==> src/rtl/seg_chk_pkg.sv <==
package seg_chk_pkg;

  typedef enum logic [1:0] {
    ACC_READ  = 2'd0,
    ACC_FETCH = 2'd1,
    ACC_WRITE = 2'd2,
    ACC_RSVD  = 2'd3
  } acc_kind_e;

  typedef enum logic [1:0] {
    FLT_NONE = 2'd0,
    FLT_GP   = 2'd1,
    FLT_NP   = 2'd2
  } flt_class_e;

  // Last byte touched by an access, one bit wider than the offset.
  function automatic logic [32:0] span_last(input logic [31:0] off,
                                            input logic [2:0]  size);
    return {1'b0, off} + {30'd0, size} - 33'd1;
  endfunction

  // Linear address, truncated to the address width.
  function automatic logic [31:0] linear_of(input logic [31:0] base,
                                            input logic [31:0] off);
    return base + off;
  endfunction

endpackage

==> src/rtl/seg_result_reg.sv <==
module seg_result_reg
  import seg_chk_pkg::*;
#(
  parameter int ADDR_W = 32
) (
  input  logic              clk,
  input  logic              rst_n,
  input  logic              take,
  input  logic [1:0]        cls_in,
  input  logic [ADDR_W-1:0] addr_in,
  output logic              grant_q,
  output logic              fault_q,
  output logic [1:0]        cls_q,
  output logic [ADDR_W-1:0] addr_q
);
  always_ff @(posedge clk or negedge rst_n) begin
    if (!rst_n) begin
      grant_q <= 1'b0;
      fault_q <= 1'b0;
      cls_q   <= FLT_NONE;
      addr_q  <= '0;
    end else begin
      grant_q <= take && (cls_in == FLT_NONE);
      fault_q <= take && (cls_in != FLT_NONE);
      cls_q   <= take ? cls_in : FLT_NONE;
      if (take) addr_q <= addr_in;
    end
  end
endmodule

==> config.mk <==
export PLATFORM = sky130hd
export DESIGN_NAME = seg_result_reg
export DESIGN_NICKNAME = d
export VERILOG_FILES = /design/src/rtl/seg_chk_pkg.sv /design/src/rtl/seg_result_reg.sv
export SDC_FILE = /design/constraint.sdc
export NUM_CORES = 1
export LEC_CHECK = 0
export BUFFER_PORTS_ARGS = -buffer_cell sky130_fd_sc_hd__buf_2
export CAP_MARGIN = 40
export CORE_ASPECT_RATIO = 0.75
export CORE_MARGIN = 3
export CORE_UTILIZATION = 40
export CTS_CLUSTER_SIZE = 10
export DETAILED_ROUTE_END_ITERATION = 10
export PLACE_DENSITY = 0.79
export SLEW_MARGIN = 15
export SYNTH_ARGS = -nofsm -noshare
export SYNTH_HDL_FRONTEND = slang
export SYNTH_SLANG_ARGS = --single-unit
==> constraint.sdc <==
create_clock -name clk -period 0.8 [get_ports clk]
set_input_delay 0.04 -clock clk [delete_from_list [all_inputs] [get_ports clk]]
set_output_delay 0.04 -clock clk [all_outputs]
set_load 0.005 [all_outputs]
==> impl_metrics.tcl <==
set metrics [dict create \
    rows 18 \
    die_h_um 58.1 \
    worstPathArrival_ps 820 \
    setup_viol 35 \
    die_w_um 75.5 \
    worst_pin_slew_ps 189 \
    fin_crit_sh_pct 108 \
    grt_util_all_layers_pct 17.2 \
    grt_max_degree 37 \
    worstHoldPathType "input port to flip-flop" \
    antenna_found_initial 0 \
    slew_viol_final 0 \
    worstSetupPathType "flip-flop to output pin" \
    fin_crit_ps 863 \
    r2r-start "addr_q[21]" \
    path_max_fanout 2 \
    finalHoldViolCount 0 \
    syn_area_um2 1450 \
    root_buffer "clkbuf_8" \
    synth_area_per_cell_um2 19.1 \
    grt_pass1_wl_mm 5.42 \
    ys_seq_elements 36 \
    clkTransAtPathRegs_ps 70 \
    drc 0 \
    ff2ff_setup_slack_ps 20 \
    critPathSlowestCell "dfrtp_1" \
    numPortBuffers 72 \
    coreArea_um2 3380 \
    cts_buffer_depth 2 \
    syn_nets 113 \
    numCtsBuffers 5 \
    whs_path_depth 2 \
    min-delay-start "addr_in[16]" \
    fin_ws_ps -63.1 \
    path_cells "buf_2" \
    maxCapViolCount 0 \
    relSlewSlack_pct 87.4 \
    rr_worst_depth 1 \
    p_leak_nw 1.19 \
    dieArea_um2 4390 \
    antenna_left 0 \
    gp_congestion 0.647 \
    start_util_pct 42.9 \
    cts_tree "yes" \
    seq_area_frac_synth_pct 62.2 \
    wirelength_mm 3.39 \
    crit_buf_inv 1 \
    dr.pass1.iters 3 \
    overflow 0 \
    drtIter0Drc 57 \
    startpoint_type "flip-flop" \
    path_delay_family "flip-flops" \
    powerDensity_nw_per_um2 1830 \
    regToRegEndpoint "addr_q[21]" \
    fin_nets 225 \
    wl_per_cell_um 14.8 \
    synth_warnings 0 \
    cts.sinks 36 \
    end_kind "output pin" \
    htreeDepth 2 \
    holdPathEnd "addr_q[16]" \
    syn_inst 76 \
    worst_ep_required_time_ps 760 \
    ys_types 8 \
    max_stage_delay_ps 400 \
    fillCellCount 234 \
    fmax_mhz 1160 \
    peakVddDrop_v 0.00109 \
    grt_setup_unrepaired "true" \
    ios 73 \
    fin_tns_setup_ps -1010 \
    vias_per_cell 4.52 \
    antenna_cells 0 \
    vias 1036 \
    drive_gt1_share_pct 60.8 \
    clock_skew_ps 0 \
    outcome "finished, violations left" \
    grt_pass1_vias 1129 \
    clock_latency_ps 280 \
    syn2layout_area_growth_pct 58.8 \
    post-route-util_pct 68.1 \
    violations "negative setup slack" \
]
-- worst max path at each step --
| stage | startpoint | endpoint | cells after the start |
|---|---|---|---|
| floorplan | addr_q[21] | addr_q[21] | 1 |
| global placement | take | addr_q[0] | 3 |
| detailed placement | take | addr_q[30] | 3 |
| CTS | addr_q[21] | addr_q[21] | 1 |
| global route | addr_q[21] | addr_q[21] | 1 |
| finish | addr_q[19] | addr_q[19] | 1 |
-- cell usage after synthesis (all sizes together) --
master	count	area (µm²)
and2	2	12.5
buf	4	62.6
dfrtp	36	901
mux2	32	458
nor3b	1	7.51
o21a	1	7.51
-- state kept, by name, summed over array words and instances (netlist names) --
name and count:
addr_q 32, cls_q 2, fault_q 1, grant_q 1
-- cells in the final DEF (no fill, tap or decap), drive strengths merged --
master        count
clkbuf            7
mux2             32
dlymetal6s4s      2
nor3b             1
dfrtp            36
o21a              1
clkinvlp          1
dlygate4sd3      32
buf              75
and2              2
-- area by class of cell --
type	count	area, µm²	share of cell area, %
timing repair buffer	109	766	33.3
clock buffer	7	86.3	3.75
multi-input combinational	36	490	21.3
sequential	36	901	39.2
clock inverter	1	7.51	0.326
tap	40	50.0	2.18
-- cells by family (layout without fill, tap and decap cells) --
kind of cell	after synthesis	after routing	share of synthesized area, %
flops	36	36	62.2
mux	32	32	31.6
buf+inv	4	117	4.32
simple gates	3	3	1.38
compound gates	1	1	0.518
-- power by group --
group          total (mW)  switching, mW  internal, mW
combinational       0.809          0.270         0.539
sequential           2.09         0.0953          1.99
clock                1.32          0.620         0.699
-- per-stage QoR --
step	instances	total power, mW	instance area [µm²]	hold slack (ps)	setup slack [ps]
6_report	229	4.22	2300	16.7	-63.1
5_1_grt	229	4.42	2300	4.17	-91.0
4_1_cts	229	4.25	2290	3.41	-59.6
3_5_place_dp	187	2.80	1860	17.4	-34.9
3_3_place_gp	187	2.77	1860	8.18	-14.1
2_1_floorplan	76	2.45	1450	-256	51.7
-- repair_timing --
action / CTS / global route
setup buffers: 0 / 0
gates cloned: 0 / 0
endpoints found under the setup margin: 36 / 39
gates resized for setup: 0 / 3
hold buffers: 34 / 0
hold endpoints to repair: 69 / 0
-- layer usage --
layer  track usage (%)  vias to the layer above  part of all wire (%)
li1                  -                      487                     -
met1              20.9                      505                    42
met2              28.5                       39                    50
met3              6.24                        5                   6.9
met4              5.24                        0                   1.2
met5                 0                        -                     0
(Power assumes the default switching activity.)
